<file path="src/rtl/aclink_pkg.sv">
package aclink_pkg;
  localparam int unsigned REG_W = 32;

  // control word bit positions
  localparam int unsigned C_GPI_IE  = 0;
  localparam int unsigned C_COLD_N  = 1;
  localparam int unsigned C_WARM    = 2;
  localparam int unsigned C_SHUT    = 3;
  localparam int unsigned C_PRI_IE  = 4;
  localparam int unsigned C_SEC_IE  = 5;
  localparam int unsigned CTRL_BITS = 6;

  // status word
  localparam int unsigned STS_BITS = 3;

  typedef enum logic [1:0] {
    WARM_IDLE  = 2'd0,
    WARM_PULSE = 2'd1,
    WARM_WAIT  = 2'd2
  } warm_state_e;
endpackage

</file>
<file path="src/rtl/aclink_bclk_mon.sv">
module aclink_bclk_mon #(
  parameter int unsigned WIN_CYCLES = 8
) (
  input  logic clk_i,
  input  logic rst_ni,
  input  logic bit_clk_i,
  output logic running_o
);
  localparam int unsigned CNT_W = $clog2(WIN_CYCLES + 1);
  localparam logic [CNT_W-1:0] CNT_MAX = CNT_W'(WIN_CYCLES);

  logic [2:0]       sync_q;
  logic [CNT_W-1:0] idle_cnt_q;
  logic             edge_seen;

  assign edge_seen = sync_q[1] ^ sync_q[2];

  always_ff @(posedge clk_i or negedge rst_ni) begin
    if (!rst_ni) begin
      sync_q     <= '0;
      idle_cnt_q <= CNT_MAX;
    end else begin
      sync_q <= {sync_q[1:0], bit_clk_i};
      if (edge_seen)
        idle_cnt_q <= '0;
      else if (idle_cnt_q != CNT_MAX)
        idle_cnt_q <= idle_cnt_q + 1'b1;
    end
  end

  assign running_o = (idle_cnt_q != CNT_MAX);
endmodule

</file>
<file path="src/rtl/aclink_warm_seq.sv">
module aclink_warm_seq
  import aclink_pkg::*;
#(
  parameter int unsigned SYNC_CYCLES = 34
) (
  input  logic clk_i,
  input  logic rst_ni,
  input  logic start_i,
  input  logic bclk_run_i,
  output logic busy_o,
  output logic pulse_o
);
  localparam int unsigned CNT_W = (SYNC_CYCLES > 1) ? $clog2(SYNC_CYCLES) : 1;
  localparam logic [CNT_W-1:0] LAST = CNT_W'(SYNC_CYCLES - 1);

  warm_state_e      state_q, state_d;
  logic [CNT_W-1:0] cnt_q, cnt_d;

  always_comb begin
    state_d = state_q;
    cnt_d   = cnt_q;
    unique case (state_q)
      WARM_IDLE: if (start_i && !bclk_run_i) begin
        state_d = WARM_PULSE;
        cnt_d   = '0;
      end
      WARM_PULSE: begin
        if (cnt_q == LAST) state_d = WARM_WAIT;
        else               cnt_d   = cnt_q + 1'b1;
      end
      WARM_WAIT: if (bclk_run_i) state_d = WARM_IDLE;
      default: state_d = WARM_IDLE;
    endcase
  end

  always_ff @(posedge clk_i or negedge rst_ni) begin
    if (!rst_ni) begin
      state_q <= WARM_IDLE;
      cnt_q   <= '0;
    end else begin
      state_q <= state_d;
      cnt_q   <= cnt_d;
    end
  end

  assign busy_o  = (state_q != WARM_IDLE);
  assign pulse_o = (state_q == WARM_PULSE);
endmodule

</file>
<file path="src/rtl/aclink_irq_gate.sv">
module aclink_irq_gate #(
  parameter int unsigned N_SRC = 3
) (
  input  logic             clk_i,
  input  logic             rst_ni,
  input  logic [N_SRC-1:0] set_i,
  input  logic [N_SRC-1:0] clr_i,
  input  logic [N_SRC-1:0] en_i,
  output logic [N_SRC-1:0] sts_o,
  output logic             irq_o
);
  logic [N_SRC-1:0] sts_q;

  for (genvar g = 0; g < N_SRC; g++) begin : g_src
    always_ff @(posedge clk_i or negedge rst_ni) begin
      if (!rst_ni)       sts_q[g] <= 1'b0;
      else if (set_i[g]) sts_q[g] <= 1'b1;  // new event beats clear
      else if (clr_i[g]) sts_q[g] <= 1'b0;
    end
  end

  assign sts_o = sts_q;
  assign irq_o = |(sts_q & en_i);
endmodule

</file>
<file path="src/rtl/aclink_glob_ctrl.sv">
module aclink_glob_ctrl
  import aclink_pkg::*;
#(
  parameter int unsigned WIN_CYCLES  = 8,
  parameter int unsigned SYNC_CYCLES = 34
) (
  input  logic        clk_i,
  input  logic        rst_ni,
  input  logic        reg_we_i,
  input  logic        reg_sel_i,
  input  logic [3:0]  reg_be_i,
  input  logic [31:0] reg_wdata_i,
  output logic [31:0] reg_rdata_o,
  input  logic        bus_rst_i,
  input  logic        sleep_enter_i,
  input  logic        bit_clk_i,
  input  logic        frame_sync_i,
  input  logic        sdata_out_i,
  input  logic        pri_resume_i,
  input  logic        sec_resume_i,
  input  logic        gpi_change_i,
  output logic        codec_rst_no,
  output logic        sync_o,
  output logic        sdata_out_o,
  output logic        sdata_in_en_o,
  output logic        irq_o
);
  logic full_wr, ctrl_wr, sts_wr;
  logic gpi_ie_q, cold_n_q, shut_q, pri_ie_q, sec_ie_q;
  logic bclk_run, warm_busy, warm_pulse;
  logic [STS_BITS-1:0] sts, sts_clr, sts_set, sts_en;

  assign full_wr = reg_we_i && (reg_be_i == 4'hF);
  assign ctrl_wr = full_wr && !reg_sel_i;
  assign sts_wr  = full_wr &&  reg_sel_i;

  always_ff @(posedge clk_i or negedge rst_ni) begin
    if (!rst_ni) begin
      gpi_ie_q <= 1'b0;
      shut_q   <= 1'b0;
      pri_ie_q <= 1'b0;
      sec_ie_q <= 1'b0;
    end else if (ctrl_wr) begin
      gpi_ie_q <= reg_wdata_i[C_GPI_IE];
      shut_q   <= reg_wdata_i[C_SHUT];
      pri_ie_q <= reg_wdata_i[C_PRI_IE];
      sec_ie_q <= reg_wdata_i[C_SEC_IE];
    end
  end

  // platform reset / sleep override software
  always_ff @(posedge clk_i or negedge rst_ni) begin
    if (!rst_ni)                         cold_n_q <= 1'b0;
    else if (bus_rst_i || sleep_enter_i) cold_n_q <= 1'b0;
    else if (ctrl_wr)                    cold_n_q <= reg_wdata_i[C_COLD_N];
  end

  aclink_bclk_mon #(.WIN_CYCLES(WIN_CYCLES)) i_bclk_mon (
    .clk_i     (clk_i),
    .rst_ni    (rst_ni),
    .bit_clk_i (bit_clk_i),
    .running_o (bclk_run)
  );

  aclink_warm_seq #(.SYNC_CYCLES(SYNC_CYCLES)) i_warm_seq (
    .clk_i      (clk_i),
    .rst_ni     (rst_ni),
    .start_i    (ctrl_wr && reg_wdata_i[C_WARM]),
    .bclk_run_i (bclk_run),
    .busy_o     (warm_busy),
    .pulse_o    (warm_pulse)
  );

  assign sts_set = {sec_resume_i, pri_resume_i, gpi_change_i};
  assign sts_clr = sts_wr ? reg_wdata_i[STS_BITS-1:0] : '0;
  assign sts_en  = {sec_ie_q, pri_ie_q, gpi_ie_q};

  aclink_irq_gate #(.N_SRC(STS_BITS)) i_irq_gate (
    .clk_i  (clk_i),
    .rst_ni (rst_ni),
    .set_i  (sts_set),
    .clr_i  (sts_clr),
    .en_i   (sts_en),
    .sts_o  (sts),
    .irq_o  (irq_o)
  );

  logic [CTRL_BITS-1:0] ctrl_rd;
  always_comb begin
    ctrl_rd           = '0;
    ctrl_rd[C_GPI_IE] = gpi_ie_q;
    ctrl_rd[C_COLD_N] = cold_n_q;
    ctrl_rd[C_WARM]   = warm_busy;
    ctrl_rd[C_SHUT]   = shut_q;
    ctrl_rd[C_PRI_IE] = pri_ie_q;
    ctrl_rd[C_SEC_IE] = sec_ie_q;
  end

  assign reg_rdata_o = reg_sel_i ? {{(REG_W-STS_BITS){1'b0}}, sts}
                                 : {{(REG_W-CTRL_BITS){1'b0}}, ctrl_rd};

  // link shut-off gates every output
  assign codec_rst_no  = cold_n_q && !shut_q;
  assign sync_o        = !shut_q && (warm_pulse || frame_sync_i);
  assign sdata_out_o   = !shut_q && sdata_out_i;
  assign sdata_in_en_o = !shut_q;
endmodule

</file>
<file path="config.mk">
export PLATFORM = sky130hd
export DESIGN_NAME = aclink_glob_ctrl
export DESIGN_NICKNAME = d
export VERILOG_FILES = /design/src/rtl/aclink_pkg.sv /design/src/rtl/aclink_bclk_mon.sv /design/src/rtl/aclink_warm_seq.sv /design/src/rtl/aclink_irq_gate.sv /design/src/rtl/aclink_glob_ctrl.sv
export SDC_FILE = /design/constraint.sdc
export NUM_CORES = 1
export LEC_CHECK = 0
export ABC_AREA = 1
export CAP_MARGIN = 20
export CORE_MARGIN = 4
export CORE_UTILIZATION = 35
export CTS_BUF_LIST = sky130_fd_sc_hd__clkbuf_2 sky130_fd_sc_hd__clkbuf_4 sky130_fd_sc_hd__clkbuf_8
export DETAILED_ROUTE_END_ITERATION = 7
export PLACE_DENSITY_LB_ADDON = 0.15
export SLEW_MARGIN = 15
export SYNTH_ARGS = -nofsm -noshare
export SYNTH_HDL_FRONTEND = slang
export SYNTH_SLANG_ARGS = --single-unit
</file>
<file path="constraint.sdc">
create_clock -name clk_i -period 3.2 [get_ports clk_i]
set_clock_uncertainty 0.1 [all_clocks]
set_input_delay 0.64 -clock clk_i [delete_from_list [all_inputs] [get_ports clk_i]]
set_output_delay 0.64 -clock clk_i [all_outputs]
set_load 0.1 [all_outputs]
</file>
==> results of run 1 <==
-- synth_stat cells --
master	count	area share
sky130_fd_sc_hd__nor3_4	1	0.012
sky130_fd_sc_hd__inv_1	17	0.046
sky130_fd_sc_hd__dfrtp_1	22	0.39
sky130_fd_sc_hd__xor2_1	1	0.0063
sky130_fd_sc_hd__nand4_1	5	0.022
sky130_fd_sc_hd__dfstp_2	1	0.019
sky130_fd_sc_hd__nand3_1	11	0.039
sky130_fd_sc_hd__o21ai_0	9	0.032
sky130_fd_sc_hd__o21ai_1	1	0.0036
sky130_fd_sc_hd__a31o_2	1	0.0063
sky130_fd_sc_hd__nor3_1	1	0.0036
sky130_fd_sc_hd__buf_4	26	0.14
sky130_fd_sc_hd__nand2_1	31	0.083
sky130_fd_sc_hd__xnor2_1	3	0.019
sky130_fd_sc_hd__ha_1	4	0.036
sky130_fd_sc_hd__buf_2	2	0.0072
sky130_fd_sc_hd__a21oi_1	3	0.011
sky130_fd_sc_hd__nand2_2	2	0.0089
sky130_fd_sc_hd__nor2_2	2	0.0089
sky130_fd_sc_hd__nor2_1	19	0.051
sky130_fd_sc_hd__conb_1	1	0.0027
sky130_fd_sc_hd__nor2_4	1	0.0080
sky130_fd_sc_hd__nand3_2	1	0.0072
sky130_fd_sc_hd__inv_2	1	0.0027
sky130_fd_sc_hd__a21o_1	3	0.016
sky130_fd_sc_hd__nand2_4	2	0.016
-- path summary, 6_finish.rpt --
path	cells past startpoint	to	start
setup / recovery	3	reg_rdata_o[1]	reg_sel_i
hold / removal	0	i_bclk_mon.sync_q[1]$_DFF_PN0_	i_bclk_mon.sync_q[0]$_DFF_PN0_
setup reg to reg	10	i_warm_seq.cnt_q[1]$_DFFE_PN0P_	i_bclk_mon.idle_cnt_q[0]$_DFFE_PN0P_
hold reg to reg	0	i_bclk_mon.sync_q[1]$_DFF_PN0_	i_bclk_mon.sync_q[0]$_DFF_PN0_
max in group asynchronous	2	i_bclk_mon.idle_cnt_q[3]$_DFFE_PN1P_	rst_ni
min in group asynchronous	2	sec_ie_q$_DFFE_PN0P_	rst_ni
-- cell type report --
type | instances | area [um2]
fillers | 358 | 1999
multi-input cells | 127 | 643.1
clock buffers | 4 | 48.80
flip-flops and latches | 23 | 576.8
inverters | 18 | 67.56
repair buffers | 33 | 375.4
well taps | 48 | 60.06
-- power by group --
| part | switching, mW | leakage (nW) | total, mW | internal (mW) |
|---|---|---|---|---|
| Combinational | 0.313 | 0.566 | 0.398 | 0.0850 |
| Sequential | 0.0158 | 0.273 | 0.326 | 0.311 |
| Clock | 0.0923 | 0.0262 | 0.190 | 0.0974 |
| Total | 0.421 | 0.866 | 0.914 | 0.493 |
-- state kept, by name, summed over array words and instances (netlist names) --
signal / count
i_bclk_mon.idle_cnt_q: 4
i_irq_gate.sts_o: 3
sec_ie_q: 1
i_warm_seq.cnt_q: 6
gpi_ie_q: 1
pri_ie_q: 1
i_bclk_mon.sync_q: 3
cold_n_q: 1
shut_q: 1
i_warm_seq.state_q: 2
-- through the flow --
stage	hold slack [ns]	setup TNS (ns)	std cells	area [um2]
after floorplan	0.2312	-0.9159	196	1493
after global placement	0.2343	0	249	1723
after detailed placement	0.2412	0	249	1723
after CTS	0.2594	0	253	1772
after global routing	0.2708	0	253	1772
final	0.2557	0	253	1772
-- routing by layer --
metal | vias up | routed length, um | GRT usage
met1 | 501 | 1262 | 0.1451
li1 | 552 | - | -
met2 | 40 | 1270 | 0.1867
met3 | 4 | 230 | 0.02525
met5 | - | 0 | 0
met4 | 0 | 45 | 0.06263
-- kinds of logic (layout without fill, tap and decap cells) --
logic type | after synthesis | count (layout) | share of synthesized area
simple gates | 76 | 76 | 0.2603
buf+inv | 46 | 55 | 0.1950
flops | 23 | 23 | 0.4123
compound gates | 17 | 17 | 0.06886
fa+ha+maj | 4 | 4 | 0.03578
xor+xnor | 4 | 4 | 0.02505
other cells | 1 | 26 | 0.002681
==> reports/summary.md, run 1 <==
The count of clock tree sinks was 23; the average instance area after synthesis was 8.180 um2. For the number of antenna diodes, the log shows 0. For the worst-skew pair, the clock arrives at the later sink with an insertion delay of 0.26 ns. The area of the core region came out at 3771 um2. TritonCTS built the clock tree.

The tools report the number of buffers on the longest clock path as 2. Setup repair after global routing left no endpoint under its margin. The tools report the count of final hold-check violations as 0.

During I/O placement, the number of pins put on the boundary was 85. The post-synthesis sequential area ratio was 0.4123; the area overhead of the layout relative to synthesis was 26.65%. The logs give 0.1162 for the global routing usage summed across all routing layers and 1399 um2 for the cell area after synthesis. The post-detailed-route wirelength per cell works out to 11.10 um. Setup violations remaining at the end of the flow were counted as 0. For this run, the post-layout net count is 258. STA classifies the critical path startpoint as a primary input.

The pin count of the biggest net entering global routing was 24. The logs give 2202 um for the post-detailed-placement half-perimeter wirelength and 0 for the initial antenna violation count. For the count of max-cap constraint violations, the log shows 0. Together, buffers and inverters on the worst path number 2. Data on the critical path is required at its endpoint by 2.46 ns.

The via count of the first global-routing pass is 1030, and the number of buffers added to fix hold violations after cts is 0. The tools report the number of slew-limit violations in the final report as 0. The tightest min-delay check is of the reg -> reg type. The floorplan has 22 rows. At the placement stage, the worst setup path has a slack of 0.4804 ns.

The cell count after synthesis came out at 171. The total power draw came out at 0.9141 mW. In the layout the commonest cells are sky130_fd_sc_hd__nand2_1 (31), sky130_fd_sc_hd__conb_1 (26), sky130_fd_sc_hd__dfrtp_1 (22). The critical path's largest stage delay was 0.67 ns. The floorplan step set the die height to 71.22 um. Post-CTS repair changed the size of 0 cells. Synthesis inferred 23 register bits. After detailed routing, the number of remaining DRC violations is 0.

The tools report the global-route wire length before repair as 4761 um. Synthesis instantiated 26 different standard cells from the library. STA classifies the critical path endpoint as a primary output. The routability-driven placement congestion ratio was 0.8618. The routed design has 2809 um of wire. The utilization after layout is 0.4698, and the slack of the critical path is 0.4966 ns. Input and output buffers added on the ports amount to 32. The logs give 0.0001942 V for the worst supply voltage drop on vdd and 5072 um2 for the die area. TritonCTS created 3 clock buffers.

For this block, the initial DRC count from the detailed router was 53. The run gives 1.67 ns as the reg-to-reg setup timing slack. The critical path in this run is classified as in -> out. The tools report the standby leakage power as 0.8656 nW. The kind of cell adding the most delay to the critical path was buffers and inverters. The via-per-instance ratio works out to 4.336. Number of iterations in the first detailed-routing pass: 4.

Clock-pin slew was measured on the worst setup and hold paths at 0.08 ns. The maximum frequency from static timing analysis is 369.9 MHz, and the worst max-slew margin expressed relative to the limit is 0.6644. The most common cell after layout, fill and taps aside is sky130_fd_sc_hd__nand2_1. The tools report the starting density of the core as 0.3709.

The cell with the largest stage delay on the worst path was sky130_fd_sc_hd__clkdlybuf4s50_1. The shortest period the worst path allows works out to 2.703 ns. Along the worst path, the maximum fanout reaches 13. The measured slew at the worst slew-check pin came out at 0.5018 ns. For this run, the number of Yosys warnings is 0.

The fraction of the cycle the final worst path needs is 0.8448, and the signal arrival time at the worst endpoint is 1.96 ns. For this design the ratio of total power to cell area is 515.9 nW/um2. Traced cell by cell, the critical path runs through clkdlybuf4s50_1, o21ai_0, buf_12.

The overall overflow remaining after global route was 0; the width of the die was 71.22 um. In this run the post-CTS setup repair buffer count came out at 0. The routed layout has 1097 vias. The fraction of layout cells with a size suffix above 1 was 0.1366. The run gives 0 as the remaining antenna violation count.

The tools report the H-tree level count as 1. The tree is rooted in a sky130_fd_sc_hd__clkbuf_8. The flow ran to the end, and the final reports show no timing, DRC or antenna violations.
Note: power is estimated with default switching activity, not from simulation.
==> run 2: changes to the inputs <==
==> constraint.sdc (replaced) <==
create_clock -name clk_i -period 2.3 [get_ports clk_i]
set_clock_uncertainty 0.1 [all_clocks]
set_input_delay 0.46 -clock clk_i [delete_from_list [all_inputs] [get_ports clk_i]]
set_output_delay 0.46 -clock clk_i [all_outputs]
set_load 0.1 [all_outputs]
==> reports/summary.md, run 2 (same netlist as run 1, synthesis figures left out) <==
Utilization after layout: 0.4837 (+0.01393). The cell with the largest stage delay on the worst path is sky130_fd_sc_hd__clkdlybuf4s50_1. The number of core rows is 22 (unchanged).

The fraction of layout cells with a size suffix above 1 works out to 0.1587 (+0.02207). The initial antenna violation count was 0 (unchanged); the remaining antenna violation count was 0 (unchanged). Post-detailed-route wirelength per cell: 11.32 um (+1.9%). The number of buffers and inverters on the critical path was 3 (+1); the number of buffers added to fix hold violations after cts was 0 (unchanged). The pin count of the biggest net entering global routing is 24 (unchanged), and the CTS buffer count is 3 (unchanged). The signal arrival time at the worst endpoint is 1.54 ns (-0.42 ns).

TritonCTS built the clock tree. The H-tree level count is 1 (unchanged), and the boundary pin count is 85 (unchanged). Layout filler cell count: 348 (-2.8%). The count of max-cap constraint violations was 0 (unchanged); the worst reg2reg path depth was 10 (unchanged). The number of iterations in the first detailed-routing pass came out at 4 (unchanged). The maximum net fanout on the critical path is 12 (-1). The flow ran to the end, and the final reports show no timing, DRC or antenna violations. The endpoint type of the worst setup path is a primary output.

For the via count of the first global-routing pass, the log shows 1087 (+5.5%). The shortest period the worst path allows is 2.101 ns, and the clock-pin slew on the worst setup and hold paths is 0.08 ns (about the same). i_warm_seq.cnt_q holds more flip-flops than any other register. The post-CTS setup-driven buffer insertion count is 0 (unchanged), and the critical path's largest stage delay is 0.45 ns (-0.22 ns). The number of DRC violations after detailed-routing iteration 0 is 78 (+47%). The endpoint identified for the worst register-to-register timing path is i_warm_seq.cnt_q[1]$_DFFE_PN0P_. Number of port buffers: 32 (unchanged). The most critical setup path has its startpoint at reg_sel_i. The final setup TNS came out at 0 ns (unchanged).

The die extent in y was 71.22 um (unchanged); the total length of routed wires was 2897 um (+3.1%). The logs give 261 (+1.2%) for the number of nets at the end of the flow and 0.75 ns (-0.92 ns) for the reg-to-reg setup timing slack. In the final layout, the registers with the most flip-flops are i_warm_seq.cnt_q x6, i_bclk_mon.idle_cnt_q x4. The number of slew-limit violations in the final report was 0 (unchanged). The DRC violation count after routing was 0 (unchanged). The area growth from synthesis to layout is 30.41%. The total number of vias is 1137 (+3.6%). The logs give 0.26 ns (about the same) for the clock latency at the later pin of the worst-skew pair and 0 (unchanged) for the overall overflow remaining after global route. Count of clock tree sinks: 23 (unchanged). The starting density of the core came out at 0.3709 (unchanged). Traced cell by cell, the critical path runs through clkdlybuf4s50_1, buf_4, nand2_1, o21ai_1, buf_12.

The fraction of the cycle the final worst path needs came out at 0.9135. The die area is 5072 um2 (unchanged). For the worst supply voltage drop on vdd, the log shows 0.0003909 V (+100%). The width of the die is 71.22 um (unchanged), and the data required time of the worst path is 1.74 ns (-0.72 ns). The number of flip-flops in the largest register was 6 (unchanged); the routability-driven placement congestion ratio was 0.8594 (-0.28%). Leaving out fill and tap cells, the most frequent cells in the layout are sky130_fd_sc_hd__nand2_1 (31), sky130_fd_sc_hd__conb_1 (26), sky130_fd_sc_hd__dfrtp_1 (22). The tools report the origin of the critical flop-to-flop path as i_bclk_mon.idle_cnt_q[0]$_DFFE_PN0P_. The type of the setup path with the least slack is in -> out. The total power divided by cell area was 707.5 nW/um2 (+37%); the number of failing setup endpoints in the final timing report was 0 (unchanged). The area occupied by registers is 576.8 um2 (unchanged). The standby leakage power came out at 0.8874 nW (+2.5%). Setup repair after global routing left no endpoint under its margin. The tools report the area of the core region as 3771 um2 (unchanged). The global-route wire length before repair is 4988 um (+4.8%), and the number of buffers on the longest clock path is 2 (unchanged). The maximum frequency from static timing analysis was 475.9 MHz. The logs give 0.1989 ns (-0.2977 ns) for the slack of the critical path and 0 (unchanged) for the count of final hold-check violations. The run gives 0 (unchanged) as the post-cts gate resize count. STA classifies the critical path startpoint as a primary input. The total power draw came out at 1.291 mW (+41%).

The tree is rooted in a sky130_fd_sc_hd__clkbuf_8. The post-detailed-placement half-perimeter wirelength is 2347 um (+6.5%). The total number of cells along the worst setup path works out to 5 (+2). Most common cell after layout, fill and taps aside: sky130_fd_sc_hd__nand2_1. Via-per-instance ratio: 4.441 (+2.4%).

The number of antenna diodes came out at 0 (unchanged). The global routing usage summed across all routing layers was 0.1219 (+0.005725). The run gives 648.1 um2 (+0.78%) as the area of combinational cells with multiple inputs. The worst hold path belongs to the class reg -> reg.

The worst hold margin was 0.2614 ns (+0.005730 ns). Following the worst setup path forward leads to its endpoint at reg_rdata_o[2]. Grouping stages by cell kind, the critical path spends the most delay in buffers and inverters. The run gives 0.1985 ns (-0.2819 ns) as the worst-case setup slack after placement.
run 2: worst min path at each step:
stage                                              start                        endpoint  slack (ns)  depth (start not counted)
after floorplan                                   rst_ni            cold_n_q$_DFFE_PN0P_        0.06                          0
after global placement    i_bclk_mon.sync_q[0]$_DFF_PN0_  i_bclk_mon.sync_q[1]$_DFF_PN0_        0.24                          0
after detailed placement  i_bclk_mon.sync_q[0]$_DFF_PN0_  i_bclk_mon.sync_q[1]$_DFF_PN0_        0.25                          0
after CTS                 i_bclk_mon.sync_q[0]$_DFF_PN0_  i_bclk_mon.sync_q[1]$_DFF_PN0_        0.27                          0
after global routing      i_bclk_mon.sync_q[0]$_DFF_PN0_  i_bclk_mon.sync_q[1]$_DFF_PN0_        0.28                          0
final                     i_bclk_mon.sync_q[0]$_DFF_PN0_  i_bclk_mon.sync_q[1]$_DFF_PN0_        0.26                          0
run 2: per-stage QoR:
stage | instances | instance area (um2)
2_1_floorplan | 196 | 1498
3_3_place_gp | 252 | 1775
3_5_place_dp | 252 | 1775
4_1_cts | 256 | 1824
5_1_grt | 256 | 1824
6_report | 256 | 1824
run 2: layout make-up:
class,instances,share of cell area
clock buffers,4,0.02675
inverters,18,0.03704
multi-input cells,127,0.3553
flip-flops and latches,23,0.3162
well taps,48,0.03292
repair buffers,36,0.2318
run 2: power breakdown:
group | internal (mW) | switching, mW | total [mW] | leakage (nW)
clock network | 0.135 | 0.122 | 0.257 | 0.0262
logic | 0.135 | 0.443 | 0.578 | 0.588
registers | 0.432 | 0.0232 | 0.455 | 0.273
run 2: layer usage:
metal | vias up | part of all wire | global-route usage | wire length [um]
met5 | - | 0 | 0 | 0
met4 | 0 | 0.010 | 0.03132 | 29
met3 | 4 | 0.065 | 0.03647 | 188
met2 | 42 | 0.51 | 0.2194 | 1469
met1 | 526 | 0.42 | 0.1402 | 1209
li1 | 565 | - | - | -
